--- config.mk ---
export PLATFORM = sky130hd
export DESIGN_NAME = supfault_evreg
export DESIGN_NICKNAME = d
export VERILOG_FILES = /design/src/rtl/supfault_pkg.sv /design/src/rtl/supfault_seq.sv /design/src/rtl/supfault_evbit.sv /design/src/rtl/supfault_rise.sv /design/src/rtl/supfault_evreg.sv
export SDC_FILE = /design/constraint.sdc
export NUM_CORES = 1
export LEC_CHECK = 0
export CORE_MARGIN = 3
export CORE_UTILIZATION = 33
export DETAILED_ROUTE_END_ITERATION = 10
export GPL_TIMING_DRIVEN = 0
export PLACE_DENSITY_LB_ADDON = 0.05
export SLEW_MARGIN = 20
export SYNTH_ARGS = -nofsm -noshare
export SYNTH_HDL_FRONTEND = slang
export SYNTH_SLANG_ARGS = --single-unit
--- constraint.sdc ---
create_clock -name clk -period 3.62 [get_ports clk]
set_input_delay 0.543 -clock clk [delete_from_list [all_inputs] [get_ports clk]]
set_output_delay 0.543 -clock clk [all_outputs]
set_load 0.005 [all_outputs]
--- src/rtl/supfault_pkg.sv ---
package supfault_pkg;

    localparam int NUM_EV    = 3;
    localparam int IDX_RAIL  = 0;
    localparam int IDX_VDD   = 1;
    localparam int IDX_THERM = 2;

    localparam int BYTE_W = 8;
    localparam int CMD_W  = 8;

    localparam logic [CMD_W-1:0]  CMD_PEEK = 8'h0A;
    localparam logic [CMD_W-1:0]  CMD_TAKE = 8'h0B;
    localparam logic [NUM_EV-1:0] EV_POR   = 3'b011;

    // bit position of each event inside the returned byte
    function automatic int ev_pos(input int idx);
        case (idx)
            IDX_RAIL:  return 4;
            IDX_VDD:   return 5;
            default:   return 7;
        endcase
    endfunction

    typedef enum logic [1:0] {
        S_POR  = 2'd0,
        S_RUN  = 2'd1,
        S_XRST = 2'd2
    } seq_state_t;

endpackage

--- src/rtl/supfault_seq.sv ---
module supfault_seq
    import supfault_pkg::*;
(
    input  logic       clk,
    input  logic       rst_n,
    input  logic       rail_deep_i,
    input  logic       ext_rst_i,
    output seq_state_t st_o,
    output logic       reload_o,
    output logic       run_o,
    output logic       xrst_o
);

    seq_state_t st_q;
    seq_state_t st_d;

    always_ff @(posedge clk or negedge rst_n) begin
        if (!rst_n) st_q <= S_POR;
        else        st_q <= st_d;
    end

    always_comb begin
        st_d = st_q;
        if (rail_deep_i) begin
            st_d = S_POR;
        end else begin
            unique case (st_q)
                S_POR:   st_d = S_RUN;
                S_RUN:   st_d = ext_rst_i ? S_XRST : S_RUN;
                S_XRST:  st_d = ext_rst_i ? S_XRST : S_RUN;
                default: st_d = S_POR;
            endcase
        end
    end

    always_comb begin
        reload_o = 1'b0;
        run_o    = 1'b0;
        xrst_o   = 1'b0;
        unique case (st_q)
            S_POR:   reload_o = 1'b1;
            S_RUN:   run_o    = 1'b1;
            S_XRST:  xrst_o   = 1'b1;
            default: reload_o = 1'b1;
        endcase
    end

    assign st_o = st_q;

endmodule

--- src/rtl/supfault_evbit.sv ---
module supfault_evbit #(
    parameter logic POR_VAL  = 1'b0,
    parameter bit   XRST_SET = 1'b0
) (
    input  logic clk,
    input  logic rst_n,
    input  logic reload_i,
    input  logic run_i,
    input  logic xrst_i,
    input  logic set_i,
    input  logic clr_i,
    output logic q_o
);

    // set wins over clear so an event coinciding with a clearing read survives
    always_ff @(posedge clk or negedge rst_n) begin
        if (!rst_n)                  q_o <= POR_VAL;
        else if (reload_i)           q_o <= POR_VAL;
        else if (run_i)              q_o <= (q_o & ~clr_i) | set_i;
        else if (xrst_i && XRST_SET) q_o <= q_o | set_i;
    end

endmodule

--- src/rtl/supfault_rise.sv ---
module supfault_rise (
    input  logic clk,
    input  logic rst_n,
    input  logic lvl_i,
    output logic rise_o
);

    logic lvl_q;

    always_ff @(posedge clk or negedge rst_n) begin
        if (!rst_n) lvl_q <= 1'b0;
        else        lvl_q <= lvl_i;
    end

    assign rise_o = lvl_i & ~lvl_q;

endmodule

--- src/rtl/supfault_evreg.sv ---
module supfault_evreg
    import supfault_pkg::*;
(
    input  logic              clk,
    input  logic              rst_n,
    input  logic              thermal_i,
    input  logic              vdd_uv_i,
    input  logic              rail_warn_i,
    input  logic              rail_deep_i,
    input  logic              ext_rst_i,
    input  logic              rd_stb_i,
    input  logic [CMD_W-1:0]  rd_cmd_i,
    input  logic [NUM_EV-1:0] irq_en_i,
    output logic [BYTE_W-1:0] rd_data_o,
    output logic              rd_valid_o,
    output logic              irq_o,
    output logic              port_off_o,
    output logic              por_o
);

    localparam int NUM_OFF = 3;

    seq_state_t        st;
    logic              reload;
    logic              run;
    logic              xrst;
    logic [NUM_EV-1:0] set_vec;
    logic [NUM_EV-1:0] ev_q;
    logic [BYTE_W-1:0] ev_byte;
    logic              served;
    logic              take;
    logic [NUM_OFF-1:0] off_src;
    logic [NUM_OFF-1:0] off_rise;

    supfault_seq u_seq (
        .clk        (clk),
        .rst_n      (rst_n),
        .rail_deep_i(rail_deep_i),
        .ext_rst_i  (ext_rst_i),
        .st_o       (st),
        .reload_o   (reload),
        .run_o      (run),
        .xrst_o     (xrst)
    );

    always_comb begin
        set_vec            = '0;
        set_vec[IDX_THERM] = thermal_i;
        set_vec[IDX_VDD]   = vdd_uv_i;
        set_vec[IDX_RAIL]  = rail_warn_i;
    end

    assign served = run && rd_stb_i && (rd_cmd_i == CMD_PEEK || rd_cmd_i == CMD_TAKE);
    assign take   = served && (rd_cmd_i == CMD_TAKE);

    for (genvar i = 0; i < NUM_EV; i++) begin : g_ev
        supfault_evbit #(
            .POR_VAL (EV_POR[i]),
            .XRST_SET(i == IDX_RAIL)
        ) u_bit (
            .clk     (clk),
            .rst_n   (rst_n),
            .reload_i(reload),
            .run_i   (run),
            .xrst_i  (xrst),
            .set_i   (set_vec[i]),
            .clr_i   (take),
            .q_o     (ev_q[i])
        );
    end

    always_comb begin
        ev_byte = '0;
        for (int i = 0; i < NUM_EV; i++) begin
            ev_byte[ev_pos(i)] = ev_q[i];
        end
    end

    // captured from the pre-clear value in the same edge that clears
    always_ff @(posedge clk or negedge rst_n) begin
        if (!rst_n) begin
            rd_valid_o <= 1'b0;
            rd_data_o  <= '0;
        end else begin
            rd_valid_o <= served;
            rd_data_o  <= served ? ev_byte : '0;
        end
    end

    assign off_src = {rail_deep_i, rail_warn_i, thermal_i};

    for (genvar k = 0; k < NUM_OFF; k++) begin : g_off
        supfault_rise u_rise (
            .clk   (clk),
            .rst_n (rst_n),
            .lvl_i (off_src[k]),
            .rise_o(off_rise[k])
        );
    end

    always_ff @(posedge clk or negedge rst_n) begin
        if (!rst_n) port_off_o <= 1'b0;
        else        port_off_o <= |off_rise;
    end

    assign irq_o = |(ev_q & irq_en_i);
    assign por_o = reload;

endmodule

* After elaboration in Yosys (flattened, before gate mapping) *
Cells that the tools add are included.

operators by class
  equal/unequal tests = 6
  muxes and demuxes = 14
  bitwise logic cells = 15
  reduce and logical (&&, ||, !) cells = 8

operator list
  kind                                                 number
  equality test 8 x 4 -> 1 bit, second input constant  2
  two-way mux 1 bit                                    10
  two-way mux 8 bit                                    1
  bitwise AND 1 bit                                    6
  OR reduction 3 bit                                   2
  two-way mux 2 bit                                    2
  inverter 1 bit                                       4
  OR 1 bit                                             4
  one-hot mux 2 bit (2 select lines)                   1
  bitwise AND 3 bit                                    1
  logical AND 1 bit                                    3
  != test 3 x 1 -> 1 bit, second input constant        1
  equality test 2 x 1 -> 1 bit, second input constant  1
  equality test 2 bit, second input constant           1
  logical NOT 2 bit                                    1
  != test 2 x 1 -> 1 bit, second input constant        1
  OR reduction 2 bit                                   1
  logical OR 1 bit                                     1

storage, ports and cells
  register bits = 18
  input bits = 19
  output and inout bits = 12
  word-level logic and storage cells = 53

* Logic depth before layout (Yosys ltp) *
Gate-level depths: netlist (run 1).

  word-level depth = 10
  gate-level depth with buffers = 5
  gate-level depth less buffers = 5

* By module *
A second synthesis (run 1) with hierarchy kept.

unflattened totals
  cells, all modules = 58
  area total of the unflattened synthesis = 659.4 um2

by module, submodules not included
  module                          instances  cells an instance  area an instance (um2)  sequential area each (um2)
  supfault_evreg                  1          26                 269.0                   125.1
  supfault_seq                    1          14                 136.4                   50.0
  supfault_rise                   3          2                  38.8                    25.0
  supfault_evbit (g_ev[0].u_bit)  1          5                  50.0                    26.3
  supfault_evbit (g_ev[2].u_bit)  1          4                  47.5                    25.0
  supfault_evbit (g_ev[1].u_bit)  1          3                  40.0                    26.3

* Least setup slack after synthesis (run 1) *
Ideal clock, no wire load.

  path kind = register -> register
  from = register u_seq.st_q[1] (netlist: u_seq.st_o[1])
  to = register g_ev[1].u_bit.q_o
  library setup time = 0.098 ns
  data arrival time = 1.510 ns
  data required time = 3.522 ns
  setup slack = 2.012 ns
  stages on the path, launching flop included = 6
  path buffers = 0
  clock period less this slack = 1.608 ns
  cell sequence = dfrtp_1 -> inv_1 -> ha_1 -> or4b_4 -> o41ai_1 -> o211ai_1

between the ends
  word-level cells in the longest chain between the ends = 10
  elaborated cells between the ends (all ways) = 13
  those cells by class = 3 x eq/ne; 3 x mux; 3 x bitwise; 4 x reduce/logical

ends and longest elaborated chain
  item                             line                  source
  start, declared                  supfault_seq.sv:14    seq_state_t st_q;
  start signal, assigned           supfault_seq.sv:19    else st_q <= st_d;
  equality test 2 x 1 -> 1 bit     supfault_seq.sv:40    unique case (st_q)
  two-way mux 1 bit                supfault_seq.sv:40
  logical AND 1 bit (2 in series)  supfault_evreg.sv:53  assign served = run && rd_stb_i && (rd_cmd_i == CMD_PEEK || rd_cmd_i == CMD_TAKE);
  logical AND 1 bit                supfault_evreg.sv:54  assign take = served && (rd_cmd_i == CMD_TAKE);
  inverter 1 bit                   supfault_evbit.sv:19  else if (run_i) q_o <= (q_o & ~clr_i) | set_i;
  bitwise AND 1 bit                supfault_evbit.sv:19
  OR 1 bit                         supfault_evbit.sv:19
  two-way mux 1 bit                supfault_evbit.sv:19
  two-way mux 1 bit                supfault_evbit.sv:18  else if (reload_i) q_o <= POR_VAL;
  end signal, assigned             supfault_evbit.sv:19
  end signal, assigned             supfault_evbit.sv:20  else if (xrst_i && XRST_SET) q_o <= q_o | set_i;
  end, declared                    supfault_evbit.sv:12  output logic q_o

Several ways; a longest one is shown, not always the timed one. The select of a mux whose other input is x is not followed.
A chain may end at the register's enable or synchronous reset.

* Final worst setup path (run 1) *
  from = input irq_en_i[0]
  to = output irq_o

between the ends
  word-level cells in the longest chain between the ends = 2

ends and longest elaborated chain
  item                line                   source
  start, declared     supfault_evreg.sv:13   input logic [NUM_EV-1:0] irq_en_i,
  bitwise AND 3 bit   supfault_evreg.sv:106  assign irq_o = |(ev_q & irq_en_i);
  OR reduction 3 bit  supfault_evreg.sv:106
  end, declared       supfault_evreg.sv:16   output logic irq_o,

Every way passes these cells.

==> results of run 1 <==
## power by group through the flow
stage               Sequential (mW)  Combinational, mW  Clock (mW)
finish                        0.158             0.0660      0.0878
global route                  0.159             0.0742      0.0989
CTS                           0.158             0.0670      0.0922
detailed placement            0.161             0.0664           0
global placement              0.160             0.0660           0
floorplan                     0.159             0.0292           0
## sequential cells by signal, summed over array words and instances, names as in the netlist
| name | count |
|---|---|
| g_ev.u_bit.q_o | 3 |
| g_off.u_rise.lvl_q | 3 |
| port_off_o | 1 |
| rd_data_o | 3 |
| rd_valid_o | 1 |
| u_seq.st_o | 2 |
## worst max path at each step
stage | startpoint | endpoint | depth (start not counted)
detailed placement | irq_en_i[0] | irq_o | 4
global placement | irq_en_i[0] | irq_o | 4
finish | irq_en_i[0] | irq_o | 4
global route | u_seq.st_o[0] | por_o | 4
floorplan | u_seq.st_o[1] | g_ev[1].u_bit.q_o | 5
CTS | irq_en_i[0] | irq_o | 4
## metal layers
layer,GRT usage,vias up,wire (um)
met5,0,-,0
met4,0.0276,0,0
met3,0.0604,0,108
met2,0.165,20,633
met1,0.132,235,494
li1,-,254,-
## area by class of cell
class                   instances  area share
flip-flops and latches         13       0.340
well taps                      25      0.0325
multi-input cells              34       0.266
clock buffers                   4      0.0273
plain buffers                   5      0.0390
repair buffers                 25       0.260
inverters                       9      0.0351
## kinds of logic (layout without fill, tap and decap cells)
kind of cell / Yosys count / after routing / share of synthesized area
adder cells (fa/ha/maj): 5 / 5 / 0.0977
flip-flops: 13 / 13 / 0.512
buffers and inverters: 14 / 43 / 0.111
AO/OA/AOI/OAI: 9 / 9 / 0.105
AND/OR/NAND/NOR: 15 / 15 / 0.168
other: 1 / 5 / 0.00585
## synth_stat cells, drive strengths merged
cell type and count:
a21oi 1, a222oi 1, a31oi 1, and2 3, buf 5, conb 1
dfrtp 11, dfstp 2, ha 5, inv 9, nand2 2, nand2b 1
nand3b 1, nand4b 1, nor2 2, nor2b 1, nor3 2, nor4 1
o211ai 1, o221ai 1, o22ai 2, o41ai 2, or4b 1
## critical path: cells and delay by family
kind	cells	cell delay (ns)
AO/OA/AOI/OAI	1	0.33
buffers and inverters	3	0.90
## per-stage QoR
stage                     worst slack (ns)  power (mW)  std cells  utilization
after floorplan                       2.01       0.188         61            -
after global placement                1.29       0.226        111        0.526
after detailed placement              1.28       0.227        111        0.526
after CTS                             1.28       0.317        115        0.540
after global routing                  1.20       0.332        115        0.540
final                                 1.30       0.312        115        0.540
## placed cells by master (no fill, tap or decap)
master	synthesis	layout
clkdlybuf4s50_1	0	25
dfrtp_1	11	11
inv_1	9	9
ha_1	5	5
buf_4	5	5
conb_1	1	5
and2_1	3	3
clkbuf_4	0	3
nor3_1	2	2
nor2_1	2	2
nand2_1	2	2
o41ai_1	2	2
o22ai_1	2	2
dfstp_2	2	2
a21oi_1	1	1
or4b_4	1	1
nand3b_1	1	1
nor4_4	1	1
a222oi_1	1	1
nand2b_1	1	1
o221ai_1	1	1
nand4b_1	1	1
o211ai_1	1	1
nor2b_1	1	1
a31oi_1	1	1
clkbuf_1	0	1
==> results.sh, run 1 <==
export IMPL_clockBufferDepth=2
export IMPL_layout_nets=115
export IMPL_netSwitchingFraction=0.248
export IMPL_antenna_found_initial=0
export IMPL_synth_cell_types=23
export IMPL_leakage_nw=0.436
export IMPL_grt_setup_unrepaired="no"
export IMPL_whs_ns=0.486
export IMPL_antenna_cells=0
export IMPL_die_h_um=50.1
export IMPL_yosys_register_bits=13
export IMPL_cts_sinks=13
export IMPL_hold_violations=0
export IMPL_cts_buffers=3
export IMPL_finalCritPeriodShare=0.641
export IMPL_slowest_delay_ns=0.44
export IMPL_power_frac_comb=0.212
export IMPL_clock_tree_root_cell="clkbuf_4"
export IMPL_startpoint_type="input pin"
export IMPL_area_delta_synth_final_pct=50.4
export IMPL_crit_path_max_fanout=1
export IMPL_post_cts_buffers=0
export IMPL_grt_pass1_vias=482
export IMPL_crit_chain="clkdlybuf4s50_1 -> a222oi_1 -> inv_1 -> clkdlybuf4s50_1"
export IMPL_holdPathStages=2
export IMPL_route_vias_total=509
export IMPL_grt_pass1_wl_um=2020
export IMPL_critPathKind="in -> out"
export IMPL_clock_latency_ns=0.27
export IMPL_max_freq_mhz=431
export IMPL_synth_largest_area_cell="dfrtp_1"
export IMPL_synthTopCellsByArea="dfrtp_1 (43%), ha_1 (9.8%), dfstp_2 (8.2%), buf_4 (5.9%), inv_1 (5.3%)"
export IMPL_ctsResizeCount=0
export IMPL_syn_avg_cell_area_um2=11.2
export IMPL_htree_levels=1
export IMPL_worst_pin_slew_ns=0.570
export IMPL_max_slew_margin_rel=0.619
export IMPL_p_sw_mw=0.0772
export IMPL_synth_top_cell_area_share=0.430
export IMPL_firstDrtPassIters=4
export IMPL_intPower_mw=0.234
export IMPL_coreArea_mm2=0.00178
export IMPL_fin_skew_ns=0.00124
export IMPL_outcome="finished clean"
export IMPL_vdd_drop_max_mv=0.220
export IMPL_r2r_end="g_ev[1].u_bit.q_o"
export IMPL_maxSlewViolCount=0
export IMPL_min_path_type="reg -> reg"
export IMPL_die_area_mm2=0.00251
export IMPL_cts_tree="done"
export IMPL_final_area_um2=963
export IMPL_start_util=0.359
export IMPL_ys_warnings_count=0
export IMPL_rr_startpoint="u_seq.st_o[1]"
export IMPL_cpMostUsedCell="clkdlybuf4s50_1"
export IMPL_ant_nets=0
export IMPL_min_delay_start="g_ev[0].u_bit.q_o"
export IMPL_slowest_stage="clkdlybuf4s50_1"
export IMPL_regToRegSetupSlack_ns=1.87
export IMPL_max_cap_viol_count=0
export IMPL_endpoint_kind="primary output"
export IMPL_num_rows=15
export IMPL_p_clk_frac=0.282
export IMPL_synthCells=57
export IMPL_grt_total_usage=0.109
export IMPL_layout_min_cycle_time_ns=2.32
export IMPL_hold_buffers=0
export IMPL_setup_violations=0
export IMPL_reg2reg_depth=5
export IMPL_tns_ns=0
export IMPL_wl_per_cell_um=10.7
export IMPL_clkSlewWorstSetupHoldPaths_ns=0.07
export IMPL_min_to="g_ev[0].u_bit.q_o"
export IMPL_gp_congestion=0.752
export IMPL_seqPwrFrac=0.506
export IMPL_power_density_mw_per_mm2=323
export IMPL_ios=31
export IMPL_viasPerCell=4.43
export IMPL_worstPathRequired_ns=3.08
export IMPL_portBuffers=25
export IMPL_multiInputGateArea_um2=256
export IMPL_grt_max_degree=14
export IMPL_die_w_um=50.1
export IMPL_drtIter0Drc=14
export IMPL_yosysSeqAreaShare=0.512
export IMPL_placed_area_um2=937
export IMPL_final_fill_count=157
export IMPL_drive_above_1_share=0.133
export IMPL_grt_overflow_total=0
export IMPL_seqCellArea_um2=328
export IMPL_drt_total_wl_um=1240
export IMPL_critical_path_arrival_ns=1.78
export IMPL_post_route_drc_count=0
export IMPL_synthesis_area_um2=641
export IMPL_dp_hpwl_um=991
No activity file was read; power rests on OpenSTA's default activity.
==> inputs of run 2 (changes only) <==
==> constraint.sdc (replaced) <==
create_clock -name clk -period 1.9 [get_ports clk]
set_input_delay 0.285 -clock clk [delete_from_list [all_inputs] [get_ports clk]]
set_output_delay 0.285 -clock clk [all_outputs]
set_load 0.005 [all_outputs]
==> run 2 against run 1 <==
Routed wire length grew 4.1%. Setup slack got worse by 1.2 ns. Final area grew 4.7%. Sequential share of layout area down 1.5 points. Critical endpoint unchanged. Largest cell class unchanged.
==> results.sh, run 2 (same netlist as run 1, synthesis figures left out) <==
export IMPL_gp_congestion=0.752
export IMPL_fin_skew_ns=0.00486
export IMPL_viasPerCell=4.33
export IMPL_start_util=0.359
export IMPL_num_rows=15
export IMPL_cts_sinks=13
export IMPL_grt_max_degree=14
export IMPL_power_density_mw_per_mm2=612
export IMPL_rr_startpoint="u_seq.st_o[0]"
export IMPL_coreArea_mm2=0.00178
export IMPL_die_w_um=50.1
export IMPL_max_freq_mhz=554
export IMPL_vdd_drop_max_mv=0.437
export IMPL_die_area_mm2=0.00251
export IMPL_maxSlewViolCount=0
export IMPL_max_slew_margin_rel=0.612
export IMPL_reg2reg_depth=5
export IMPL_layout_nets=119
export IMPL_clockBufferDepth=2
export IMPL_portBuffers=25
export IMPL_clock_tree_root_cell="clkbuf_4"
export IMPL_crit_path_max_fanout=1
export IMPL_max_cap_viol_count=0
export IMPL_mostFrequentLayoutCell="clkdlybuf4s50_1"
export IMPL_antenna_found_initial=0
export IMPL_route_vias_total=515
export IMPL_clock_latency_ns=0.28
export IMPL_leakage_nw=0.463
export IMPL_hold_violations=0
export IMPL_cts_tree="done"
export IMPL_grt_total_usage=0.113
export IMPL_final_fill_count=157
export IMPL_outcome="finished clean"
export IMPL_cts_buffers=3
export IMPL_r2r_end="g_ev[2].u_bit.q_o"
export IMPL_worstPathRequired_ns=1.62
export IMPL_grt_setup_unrepaired="no"
export IMPL_grt_pass1_wl_um=2100
export IMPL_ios=31
export IMPL_regToRegSetupSlack_ns=0.15
export IMPL_tns_ns=0
export IMPL_setup_violations=0
export IMPL_die_h_um=50.1
export IMPL_grt_overflow_total=0
export IMPL_firstDrtPassIters=4
export IMPL_largest_registers="g_ev.u_bit.q_o (3), g_off.u_rise.lvl_q (3), rd_data_o (3)"
export IMPL_min_path_type="in -> async"
export IMPL_layout_min_cycle_time_ns=1.81
export IMPL_post_route_drc_count=0
export IMPL_drive_above_1_share=0.213
export IMPL_startpoint_type="input pin"
export IMPL_grt_pass1_vias=493
export IMPL_critical_path_startpoint="irq_en_i[0]"
export IMPL_area_delta_synth_final_pct=57.4
export IMPL_final_area_mm2=0.00101
export IMPL_finalCritPeriodShare=0.950
export IMPL_drt_total_wl_um=1290
export IMPL_endpoint_kind="primary output"
export IMPL_critical_path_arrival_ns=1.52
export IMPL_dp_hpwl_um=991
export IMPL_setup_slack_ns=0.0947
export IMPL_wl_per_cell_um=10.8
export IMPL_p_total_mw=0.617
export IMPL_worst_pin_slew_ns=0.581
export IMPL_placed_area_um2=937
export IMPL_antenna_cells=0
export IMPL_htree_levels=1
export IMPL_layout_common_cells="clkdlybuf4s50_1 (24), dfrtp_1 (11), buf_4 (9)"
export IMPL_clkSlewWorstSetupHoldPaths_ns=0.08
export IMPL_crit_path_end="irq_o"
export IMPL_ant_nets=0
export IMPL_critPathKind="in -> out"
export IMPL_drtIter0Drc=12
export IMPL_place_ws_ns=0.0467
-- run 2: worst min-delay path by stage --
stage                          start                     to  slack, ns  cells past startpoint
2_1_floorplan                  rst_n      g_ev[2].u_bit.q_o      -0.01                      0
3_3_place_gp   g_off[1].u_rise.lvl_q             port_off_o       0.47                      1
3_5_place_dp       g_ev[0].u_bit.q_o      g_ev[0].u_bit.q_o       0.48                      2
4_1_cts                        rst_n  g_off[2].u_rise.lvl_q       0.39                      1
5_1_grt                        rst_n  g_off[2].u_rise.lvl_q       0.41                      1
6_report                       rst_n          u_seq.st_o[1]       0.37                      1
-- run 2: per-layer routing --
metal	GRT usage	part of all wire	up-vias
met5	0	0	-
met4	0.0276	0	0
met3	0.0604	0.084	0
met2	0.172	0.50	20
met1	0.137	0.42	234
li1	-	-	261
-- run 2: area by class of cell --
cell class / count / area, um2 / area share
Sequential cell: 13 / 328 / 0.325
Timing Repair Buffer: 29 / 283 / 0.280
Multi-Input combinational cell: 34 / 269 / 0.267
Buffer: 5 / 37.5 / 0.0372
Inverter: 9 / 33.8 / 0.0335
Tap cell: 25 / 31.3 / 0.0310
Clock buffer: 4 / 26.3 / 0.0261
-- run 2: where the power goes --
part           total [mW]  switching, mW  internal (mW)
clock               0.172         0.0903         0.0814
combinational       0.147         0.0588         0.0879
sequential          0.299        0.00864          0.290
total               0.617          0.158          0.460
-- run 2: worst max-delay path: stages --
cell and delay [ns]:
clkdlybuf4s50_1 0.40, a222oi_1 0.33, inv_1 0.06, clkdlybuf4s50_1 0.44
-- run 2: repair_timing --
item | CTS | global route
hold endpoints to repair | 0 | 0
endpoints found under the setup margin | 1 | 1
setup buffers | 2 | 2
hold buffers | 0 | 0
resized for setup | 3 | 2
-- run 2: through the flow --
stage	util	hold WS, ns	cells
floorplan	-	-0.0106	61
global placement	0.526	0.469	111
detailed placement	0.526	0.480	111
CTS	0.556	0.389	117
global route	0.566	0.409	119
finish	0.566	0.374	119
